==> config.mk <==
export PLATFORM = sky130hd
export DESIGN_NAME = swp_ctrl
export DESIGN_NICKNAME = d
export VERILOG_FILES = /design/src/rtl/swp_pkg.sv /design/src/rtl/swp_cmd_decode.sv /design/src/rtl/swp_wcycle_timer.sv /design/src/rtl/swp_prot_reg.sv /design/src/rtl/swp_page_ptr.sv /design/src/rtl/swp_ctrl.sv
export SDC_FILE = /design/constraint.sdc
export NUM_CORES = 1
export LEC_CHECK = 0
export BUFFER_PORTS_ARGS = -buffer_cell sky130_fd_sc_hd__buf_4
export CORE_MARGIN = 10
export CORE_UTILIZATION = 54
export CTS_BUF_LIST = sky130_fd_sc_hd__clkbuf_8
export CTS_CLUSTER_SIZE = 40
export DETAILED_ROUTE_END_ITERATION = 7
export GPL_ROUTABILITY_DRIVEN = 0
export PLACE_DENSITY = 0.91
export SYNTH_ARGS = -nofsm -noshare
export SYNTH_HDL_FRONTEND = slang
export SYNTH_SLANG_ARGS = --single-unit
==> constraint.sdc <==
create_clock -name clk -period 1.7 [get_ports clk]
set_input_delay 0.255 -clock clk [delete_from_list [all_inputs] [get_ports clk]]
set_output_delay 0.255 -clock clk [all_outputs]
set_load 0.005 [all_outputs]
==> src/rtl/swp_pkg.sv <==
package swp_pkg;

  typedef enum logic [2:0] {
    K_NONE,
    K_ARR_WR,
    K_ARR_RD,
    K_SET,
    K_CLR,
    K_PERM,
    K_QUERY
  } cmd_kind_e;

  localparam logic [3:0] CODE_ARRAY = 4'b1010;
  localparam logic [3:0] CODE_PROT  = 4'b0110;
  localparam logic [2:0] CS_SET     = 3'b001;
  localparam logic [2:0] CS_CLR     = 3'b011;

  function automatic logic takes_data(cmd_kind_e k);
    return (k == K_ARR_WR) || (k == K_SET) || (k == K_CLR) || (k == K_PERM);
  endfunction

  function automatic logic is_prot_op(cmd_kind_e k);
    return (k == K_SET) || (k == K_CLR) || (k == K_PERM);
  endfunction

endpackage

==> src/rtl/swp_cmd_decode.sv <==
module swp_cmd_decode
  import swp_pkg::*;
(
  input  logic [3:0] code,
  input  logic [2:0] cs,
  input  logic       rw,
  input  logic       pin_a0,
  input  logic       pin_a1,
  input  logic       pin_a2,
  input  logic       a0_hv,
  input  logic       soft_q,
  input  logic       perm_q,
  input  logic       busy,
  output logic       ack,
  output cmd_kind_e  kind
);

  logic [2:0] pins;
  logic       set_pat;
  logic       clr_pat;
  logic       lock_pat;

  assign pins     = {pin_a2, pin_a1, pin_a0};
  assign set_pat  = (cs == CS_SET) && a0_hv && !pin_a1 && !pin_a2;
  assign clr_pat  = (cs == CS_CLR) && a0_hv && pin_a1 && !pin_a2;
  assign lock_pat = !a0_hv && (cs == pins);

  always_comb begin
    ack  = 1'b0;
    kind = K_NONE;
    if (!busy) begin
      if (code == CODE_ARRAY && cs == pins) begin
        ack  = 1'b1;
        kind = rw ? K_ARR_RD : K_ARR_WR;
      end else if (code == CODE_PROT && !perm_q) begin
        if (set_pat) begin
          ack  = !soft_q;
          kind = rw ? K_QUERY : K_SET;
        end else if (clr_pat) begin
          ack  = 1'b1;
          kind = rw ? K_QUERY : K_CLR;
        end else if (lock_pat) begin
          ack  = 1'b1;
          kind = rw ? K_QUERY : K_PERM;
        end
      end
    end
  end

endmodule

==> src/rtl/swp_wcycle_timer.sv <==
module swp_wcycle_timer #(
  parameter int CYCLES = 24
) (
  input  logic clk,
  input  logic rst,
  input  logic start,
  output logic busy,
  output logic last
);

  localparam int CNT_W = $clog2(CYCLES + 1);

  logic [CNT_W-1:0] cnt;

  assign last = busy && (cnt == '0);

  always_ff @(posedge clk) begin
    if (rst) begin
      busy <= 1'b0;
      cnt  <= '0;
    end else if (start && !busy) begin
      busy <= 1'b1;
      cnt  <= CNT_W'(CYCLES - 1);
    end else if (busy) begin
      if (cnt == '0) busy <= 1'b0;
      else           cnt  <= cnt - 1'b1;
    end
  end

endmodule

==> src/rtl/swp_prot_reg.sv <==
module swp_prot_reg
  import swp_pkg::*;
(
  input  logic      clk,
  input  logic      rst,
  input  logic      init_soft,
  input  logic      init_perm,
  input  logic      apply,
  input  cmd_kind_e op,
  output logic      soft_q,
  output logic      perm_q,
  output logic      upd
);

  always_ff @(posedge clk) begin
    if (rst) begin
      soft_q <= init_soft;
      perm_q <= init_perm;
      upd    <= 1'b0;
    end else begin
      upd <= apply && is_prot_op(op);
      if (apply) begin
        case (op)
          K_SET:   soft_q <= 1'b1;
          K_CLR:   if (!perm_q) soft_q <= 1'b0;
          K_PERM:  perm_q <= 1'b1;
          default: ;
        endcase
      end
    end
  end

endmodule

==> src/rtl/swp_page_ptr.sv <==
module swp_page_ptr #(
  parameter int ADDR_W = 8,
  parameter int PAGE_W = 4
) (
  input  logic              clk,
  input  logic              rst,
  input  logic              load,
  input  logic [ADDR_W-1:0] load_val,
  input  logic              step,
  output logic [ADDR_W-1:0] ptr
);

  logic [PAGE_W-1:0] low_next;
  assign low_next = ptr[PAGE_W-1:0] + 1'b1;

  generate
    if (PAGE_W < ADDR_W) begin : g_split
      always_ff @(posedge clk) begin
        if (rst)       ptr <= '0;
        else if (load) ptr <= load_val;
        else if (step) ptr <= {ptr[ADDR_W-1:PAGE_W], low_next};
      end
    end else begin : g_whole
      always_ff @(posedge clk) begin
        if (rst)       ptr <= '0;
        else if (load) ptr <= load_val;
        else if (step) ptr <= low_next;
      end
    end
  endgenerate

endmodule

==> src/rtl/swp_ctrl.sv <==
module swp_ctrl
  import swp_pkg::*;
#(
  parameter int ADDR_W    = 8,
  parameter int PAGE_W    = 4,
  parameter int WR_CYCLES = 24
) (
  input  logic              clk,
  input  logic              rst,
  input  logic              init_soft,
  input  logic              init_perm,
  input  logic              ctl_valid,
  input  logic [3:0]        ctl_code,
  input  logic [2:0]        ctl_cs,
  input  logic              ctl_rw,
  input  logic              addr_valid,
  input  logic [ADDR_W-1:0] addr_byte,
  input  logic              data_valid,
  input  logic              stop_seen,
  input  logic              pin_a0,
  input  logic              pin_a1,
  input  logic              pin_a2,
  input  logic              a0_hv,
  input  logic              hw_wp,
  output logic              ctl_ack,
  output logic              addr_ack,
  output logic              data_ack,
  output logic              wr_en,
  output logic [ADDR_W-1:0] wr_addr,
  output logic              busy,
  output logic              reg_upd
);

  localparam int HALF_BIT = ADDR_W - 1;

  cmd_kind_e         dec_kind;
  logic              dec_ack;
  cmd_kind_e         sess;
  cmd_kind_e         pend_op;
  logic              got_addr;
  logic              got_data;
  logic              soft_q;
  logic              perm_q;
  logic              cyc_last;
  logic [ADDR_W-1:0] ptr;
  logic              addr_take;
  logic              data_take;
  logic              start_cyc;
  logic              blocked;

  swp_cmd_decode u_dec (
    .code   (ctl_code),
    .cs     (ctl_cs),
    .rw     (ctl_rw),
    .pin_a0 (pin_a0),
    .pin_a1 (pin_a1),
    .pin_a2 (pin_a2),
    .a0_hv  (a0_hv),
    .soft_q (soft_q),
    .perm_q (perm_q),
    .busy   (busy),
    .ack    (dec_ack),
    .kind   (dec_kind)
  );

  swp_wcycle_timer #(.CYCLES(WR_CYCLES)) u_tmr (
    .clk   (clk),
    .rst   (rst),
    .start (start_cyc),
    .busy  (busy),
    .last  (cyc_last)
  );

  swp_prot_reg u_prot (
    .clk       (clk),
    .rst       (rst),
    .init_soft (init_soft),
    .init_perm (init_perm),
    .apply     (cyc_last),
    .op        (pend_op),
    .soft_q    (soft_q),
    .perm_q    (perm_q),
    .upd       (reg_upd)
  );

  swp_page_ptr #(.ADDR_W(ADDR_W), .PAGE_W(PAGE_W)) u_ptr (
    .clk      (clk),
    .rst      (rst),
    .load     (addr_take),
    .load_val (addr_byte),
    .step     (data_take && sess == K_ARR_WR),
    .ptr      (ptr)
  );

  assign addr_take = !ctl_valid && addr_valid && takes_data(sess) && !got_addr;
  assign data_take = !ctl_valid && !addr_valid && data_valid &&
                     takes_data(sess) && got_addr;
  assign start_cyc = !ctl_valid && !addr_valid && !data_valid && stop_seen &&
                     takes_data(sess) && got_data;
  assign blocked   = hw_wp || ((soft_q || perm_q) && !ptr[HALF_BIT]);

  always_ff @(posedge clk) begin
    if (rst) begin
      ctl_ack  <= 1'b0;
      addr_ack <= 1'b0;
      data_ack <= 1'b0;
      wr_en    <= 1'b0;
      wr_addr  <= '0;
      sess     <= K_NONE;
      pend_op  <= K_NONE;
      got_addr <= 1'b0;
      got_data <= 1'b0;
    end else begin
      ctl_ack  <= 1'b0;
      addr_ack <= 1'b0;
      data_ack <= 1'b0;
      wr_en    <= 1'b0;
      if (ctl_valid) begin
        ctl_ack  <= dec_ack;
        sess     <= dec_ack ? dec_kind : K_NONE;
        got_addr <= 1'b0;
        got_data <= 1'b0;
      end else if (addr_take) begin
        addr_ack <= 1'b1;
        got_addr <= 1'b1;
      end else if (data_take) begin
        data_ack <= 1'b1;
        got_data <= 1'b1;
        if (sess == K_ARR_WR) begin
          wr_en   <= !blocked;
          wr_addr <= ptr;
        end
      end else if (stop_seen) begin
        sess     <= K_NONE;
        got_addr <= 1'b0;
        got_data <= 1'b0;
        if (start_cyc) pend_op <= sess;
      end
    end
  end

endmodule

### Yosys cells after proc, flatten, opt, wreduce, memory -nomap -nowiden

Index checks and enable logic that the tools add are counted.

* word-level logic and storage cells: 150
* memories kept: 0
* flip-flop bits (word level): 37
* bits of input ports: 29
* ROM bits: 0
* memory bits (writable): 0
* output and inout bits: 14
* latch bits: 0

* divide/modulo/power cells: 0
* reduce and logical (&&, ||, !) cells: 67
* add/subtract/negate cells: 2
* magnitude comparators: 0
* $mul: 0
* bitwise gates (word level): 5
* eq/ne operators: 17
* shift-type cells: 0
* muxes and demuxes: 42

Operator list (number)
* $mux W3: 12
* $logic_and A1 B1 Y1: 25
* $mux W1: 21
* $mux W5: 3
* $reduce_bool A2 Y1: 7
* $eq A3 B3 Y1 const B: 4
* $logic_not A1 Y1: 12
* $reduce_and A2 Y1: 5
* $eq A3 B2 Y1 const B: 3
* $mux W8: 1
* $ne A2 B2 Y1 const B: 4
* $logic_or A1 B1 Y1: 7
* $eq A3 B1 Y1 const B: 2
* $mux W2: 3
* $reduce_and A3 Y1: 2
* $reduce_or A2 Y1: 3
* $logic_not A5 Y1: 1
* $not A1 Y1: 5
* $reduce_and A5 Y1: 1
* $reduce_or A5 Y1: 1
* $sub A5 B1 Y5 const B: 1
* $add A4 B1 Y4 const B: 1
* $eq A4 B3 Y1 const B: 1
* $eq A4 B4 Y1 const B: 1
* 7 further kinds: 7

### Depth between registers and ports, before layout

* depth in word-level cells: 11
* gate-level depth with buffers: 7
* depth with buffers taken out: 7

### Cells and area by module

A second synthesis with hierarchy kept.

* cells, all modules: 190
* area total of the unflattened synthesis: 1804.2 um^2

By module, submodules not included
* swp_ctrl: instances 1, seq. area each 400.4 um^2, area an instance 833.3 um^2, cells an instance 86
* swp_page_ptr: instances 1, seq. area each 160.2 um^2, area an instance 346.6 um^2, cells an instance 35
* swp_wcycle_timer: instances 1, seq. area each 120.1 um^2, area an instance 290.3 um^2, cells an instance 31
* swp_cmd_decode: instances 1, seq. area each 0.0 um^2, area an instance 172.7 um^2, cells an instance 23
* swp_prot_reg: instances 1, seq. area each 80.1 um^2, area an instance 161.4 um^2, cells an instance 15

### Worst setup path before layout

OpenSTA, ideal clock, no wires.

* path type: in2reg
* start: in ctl_cs[2]
* end: reg sess[0]
* library setup time: 117 ps
* required time: 1583 ps
* setup slack: 129 ps
* stages on the path: 5
* buffers on the path: 0
* arrival: 1453 ps
* cells stage by stage: nand4bb_1 > or3_4 > o221a_1 > o211a_4 > a32o_1

* cells in the longest elaborated chain, start to end: 11
* elaborated cells between the ends (all ways): 25
* those cells by class: 3 x eq/ne; 14 x mux; 8 x reduce/logical

RTL lines
* from (decl): RTL line swp_ctrl.sv:14 `input logic [2:0] ctl_cs,`
* $eq A3 B2 Y1: RTL line swp_cmd_decode.sv:25 `assign clr_pat = (cs == CS_CLR) && a0_hv && pin_a1 && !pin_a2;`
* $logic_and A1 B1 Y1 (3 in series): RTL line swp_cmd_decode.sv:25
* $mux W3 or $mux W1 (tied branches): RTL line swp_cmd_decode.sv:39 `end else if (clr_pat) begin`
* $mux W3 or $mux W1 (tied branches): RTL line swp_cmd_decode.sv:36 `if (set_pat) begin`
* $mux W3 or $mux W1 (tied branches): RTL line swp_cmd_decode.sv:35 `end else if (code == CODE_PROT && !perm_q) begin`
* $mux W3 or $mux W1 (tied branches): RTL line swp_cmd_decode.sv:32 `if (code == CODE_ARRAY && cs == pins) begin`
* $mux W3 or $mux W1 (tied branches): RTL line swp_cmd_decode.sv:31 `if (!busy) begin`
* $mux W3 (*): RTL line swp_ctrl.sv:120 `sess <= dec_ack ? dec_kind : K_NONE;`
* $mux W3 (*): RTL line swp_ctrl.sv:118 `if (ctl_valid) begin`
* to (signal assigned): RTL line swp_ctrl.sv:120
* to (decl): RTL line swp_ctrl.sv:38 `cmd_kind_e sess;`

Every way passes the cells marked *; elsewhere a longest branch is shown, timed or not.
A chain may end at the register's enable or synchronous reset.

### Worst setup path after layout

* start: reg u_tmr.cnt[0]
* end: reg u_tmr.cnt[2]

* cells in the longest elaborated chain, start to end: 4
* elaborated cells between the ends (all ways): 7
* those cells by class: 1 x add/sub; 1 x eq/ne; 3 x mux; 2 x reduce/logical

RTL lines
* from (decl): RTL line swp_wcycle_timer.sv:13 `logic [CNT_W-1:0] cnt;`
* from (signal assigned): RTL line swp_wcycle_timer.sv:23 `cnt <= CNT_W'(CYCLES - 1);`
* from (signal assigned): RTL line swp_wcycle_timer.sv:26 `else cnt <= cnt - 1'b1;`
* $sub A5 B1 Y5: RTL line swp_wcycle_timer.sv:26
* $mux W5: RTL line swp_wcycle_timer.sv:25 `if (cnt == '0) busy <= 1'b0;`
* $mux W5: RTL line swp_wcycle_timer.sv:24 `end else if (busy) begin`
* $mux W5: RTL line swp_wcycle_timer.sv:21 `end else if (start && !busy) begin`

Several ways; a longest one is shown, not always the timed one. The select of a mux whose other input is x is not followed.

==> results.json <==
{
  "initial_utilization_pct": 55.2,
  "netlist.top_cell.by_area": "dfxtp_1",
  "htree_levels": 2,
  "die_h_um": 75.4,
  "setup_viol": 0,
  "first_pass_iters": 4,
  "drive_above_1_share_pct": 32.1,
  "crit_path_max_fanout": 4,
  "endpoint_kind": "flip-flop",
  "layout_commonest_cell": "buf_4",
  "syn_to_final_growth_pct": 31.7,
  "clk_pin_slew_ns": 0.08,
  "max_slew_margin_pct": 65.4,
  "clock_latency_ns": 0.29,
  "drc": 0,
  "ir_drop_mv": 0.600,
  "cts_tree": "yes",
  "ys_ff_latch": 37,
  "holdCritPathClass": "in2reg",
  "leakagePower_uw": 0.000945,
  "ys_top_cells_by_area": "dfxtp_1 (42%), mux2i_1 (7.2%), nor2_1 (5.9%)",
  "io-pin-count": 43,
  "worst_slew_pin_slew_ns": 0.514,
  "startpoint_type": "flip-flop",
  "dieWidth_um": 75.4,
  "hpwl_um": 2930,
  "row_count": 20,
  "synth_edf_count": 2,
  "routedWlPerCell_um": 14.7,
  "hold_viol_final": 0,
  "slowest_delay_ns": 0.40,
  "grt_use_total_pct": 13.8,
  "cp.required_ns": 1.87,
  "grt_remaining_overflow": 0,
  "io_buffers": 42,
  "maxCapViolCount": 0,
  "pre_cts_ws_ns": -0.0520,
  "die_area_mm2": 0.00569,
  "synth_cell_types": 48,
  "cts.path.max_buffers": 2,
  "cts_buffers": 5,
  "slowest_stage": "or3b_4",
  "ant_nets": 0,
  "slew_violations": 0,
  "max_freq_ghz": 0.613,
  "drt_iter0_markers": 116,
  "synth_warnings": 0,
  "final_util_pct": 72.8,
  "synthesis.area_mm2": 0.00166,
  "most-common-layout-cells": "buf_4 (55), dfxtp_1 (34), nor2_1 (26)",
  "drt_wl_total_um": 3910,
  "synth-main-ff-cell": "dfxtp_1",
  "syn-num-nets": 209,
  "coreArea_mm2": 0.00300,
  "synth.avg_cell_area_um2": 9.32,
  "fin_worst_skew_ns": 0.00820,
  "setup_slack_ns": 0.0697,
  "cp_cell_sequence": "inv_1 > ha_2 > or3b_4 > o21a_4 > nand2_1 > xor2_1 > a21oi_1",
  "netlist_instances": 178,
  "synth-seq-area-share_pct": 45.9,
  "antenna_found_initial": 0,
  "fin_nets": 264,
  "crit_arrival_ns": 1.80,
  "crit_type": "reg2reg",
  "finalCritPeriodShare_pct": 95.9,
  "min_period_ns": 1.63,
  "grt_max_degree": 38,
  "cts_sinks": 37,
  "yosysTopAreaCellShare_pct": 42.2,
  "postCtsHoldBufs": 0,
  "routed_via_density": 5.61,
  "n_antenna_cell": 0,
  "grt_pass1_vias": 1482,
  "power_density_mw_per_mm2": 730,
  "synthArstFlopShare_pct": 0,
  "grt_pass1_wl_um": 6100,
  "vias": 1497,
  "root_buffer": "clkbuf_8",
  "status": "completed"
}
[through the flow]
stage / hold slack (ns) / setup TNS (ns) / total power [uW] / area (um^2) / instances
final: 0.118 / 0 / 1590 / 2180 / 267
after global placement: 0.432 / -0.00208 / 1010 / 2070 / 257
after global routing: 0.126 / -0.0146 / 1640 / 2180 / 267
after floorplan: 0.334 / 0 / 942 / 1660 / 178
after CTS: 0.111 / 0 / 1600 / 2150 / 265
after detailed placement: 0.425 / -0.0815 / 1010 / 2070 / 257
[sequential cells by signal (all words and copies together), names as in the netlist]
name	count
u_tmr.cnt	5
got_addr	1
u_ptr.ptr	8
u_prot.soft_q	1
u_prot.perm_q	1
data_ack	1
u_prot.upd	1
addr_ack	1
wr_en	1
sess	3
u_tmr.busy	1
got_data	1
pend_op	3
ctl_ack	1
wr_addr	8
[cell families (layout without fill, tap and decap cells)]
logic type      Yosys count  after routing  share of synthesized area [%]
mux                      13             13                           7.92
xor+xnor                  8              8                           4.22
simple gates             71             71                           21.9
fa+ha+maj                 2              2                           1.51
flops                    37             37                           45.9
buf+inv                  12             68                           3.02
compound gates           35             35                           15.5
[cells in the mapped netlist, types with 2 or more instances]
| cell type | count |
|---|---|
| a211oi_1 | 4 |
| a21o_1 | 2 |
| a21oi_1 | 10 |
| a22o_1 | 2 |
| clkbuf_1 | 5 |
| dfxtp_1 | 35 |
| edfxtp_1 | 2 |
| ha_1 | 2 |
| inv_1 | 5 |
| mux2i_1 | 12 |
| nand2_1 | 15 |
| nand2b_1 | 2 |
| nand3_1 | 4 |
| nand3b_1 | 2 |
| nor2_1 | 26 |
| nor2b_1 | 3 |
| nor3_1 | 3 |
| nor3b_1 | 2 |
| nor4_1 | 4 |
| o21ai_1 | 3 |
| o21bai_1 | 2 |
| xnor2_1 | 2 |
| xor2_1 | 6 |
[timing repair]
action / in CTS / in global routing
buffers inserted: 0 / 2
setup endpoints to repair: 0 / 3
hold endpoints to repair: 0 / 0
gates resized for setup: 0 / 5
[worst paths after layout]
path                start      endpoint  slack, ns  depth (start not counted)
max          u_tmr.cnt[0]  u_tmr.cnt[2]       0.07                          7
max reg2reg  u_tmr.cnt[0]  u_tmr.cnt[2]       0.07                          7
min reg2reg  u_ptr.ptr[4]  u_ptr.ptr[4]       0.46                          2
min                 hw_wp         wr_en       0.12                          2
[power breakdown]
part           internal [uW]  switching [uW]
combinational           62.4            49.9
sequential               877            2.07
clock                    284             319
total                   1220             371
[cell type report]
class,count,area [um^2]
clock buffers,5,68.8
fillers,224,818
repair buffers,55,413
multi-input cells,129,865
clock inverters,3,16.3
well taps,33,41.3
flip-flops and latches,37,762
inverters,5,18.8
[routing by layer]
metal | vias up | share of wire, % | wire length [um] | GRT usage (%)
met1 | 701 | 42 | 1640 | 14.0
met5 | - | 0 | 0 | 0
met3 | 9 | 6.6 | 259 | 4.43
met4 | 0 | 1.9 | 73 | 7.63
li1 | 744 | - | - | -
met2 | 43 | 50 | 1950 | 24.6
[critical path, delay by kind of cell (launching register included)]
kind                       cells  cell delay (ns)
AOI/OAI and AO/OA              2             0.32
xor gates and xnor gates       1             0.14
adders and majority gates      1             0.18
DFF                            1             0.34
buffers and inverters          1             0.06
and+or+nand+nor                2             0.48
Power figures use the tool's default switching activity.
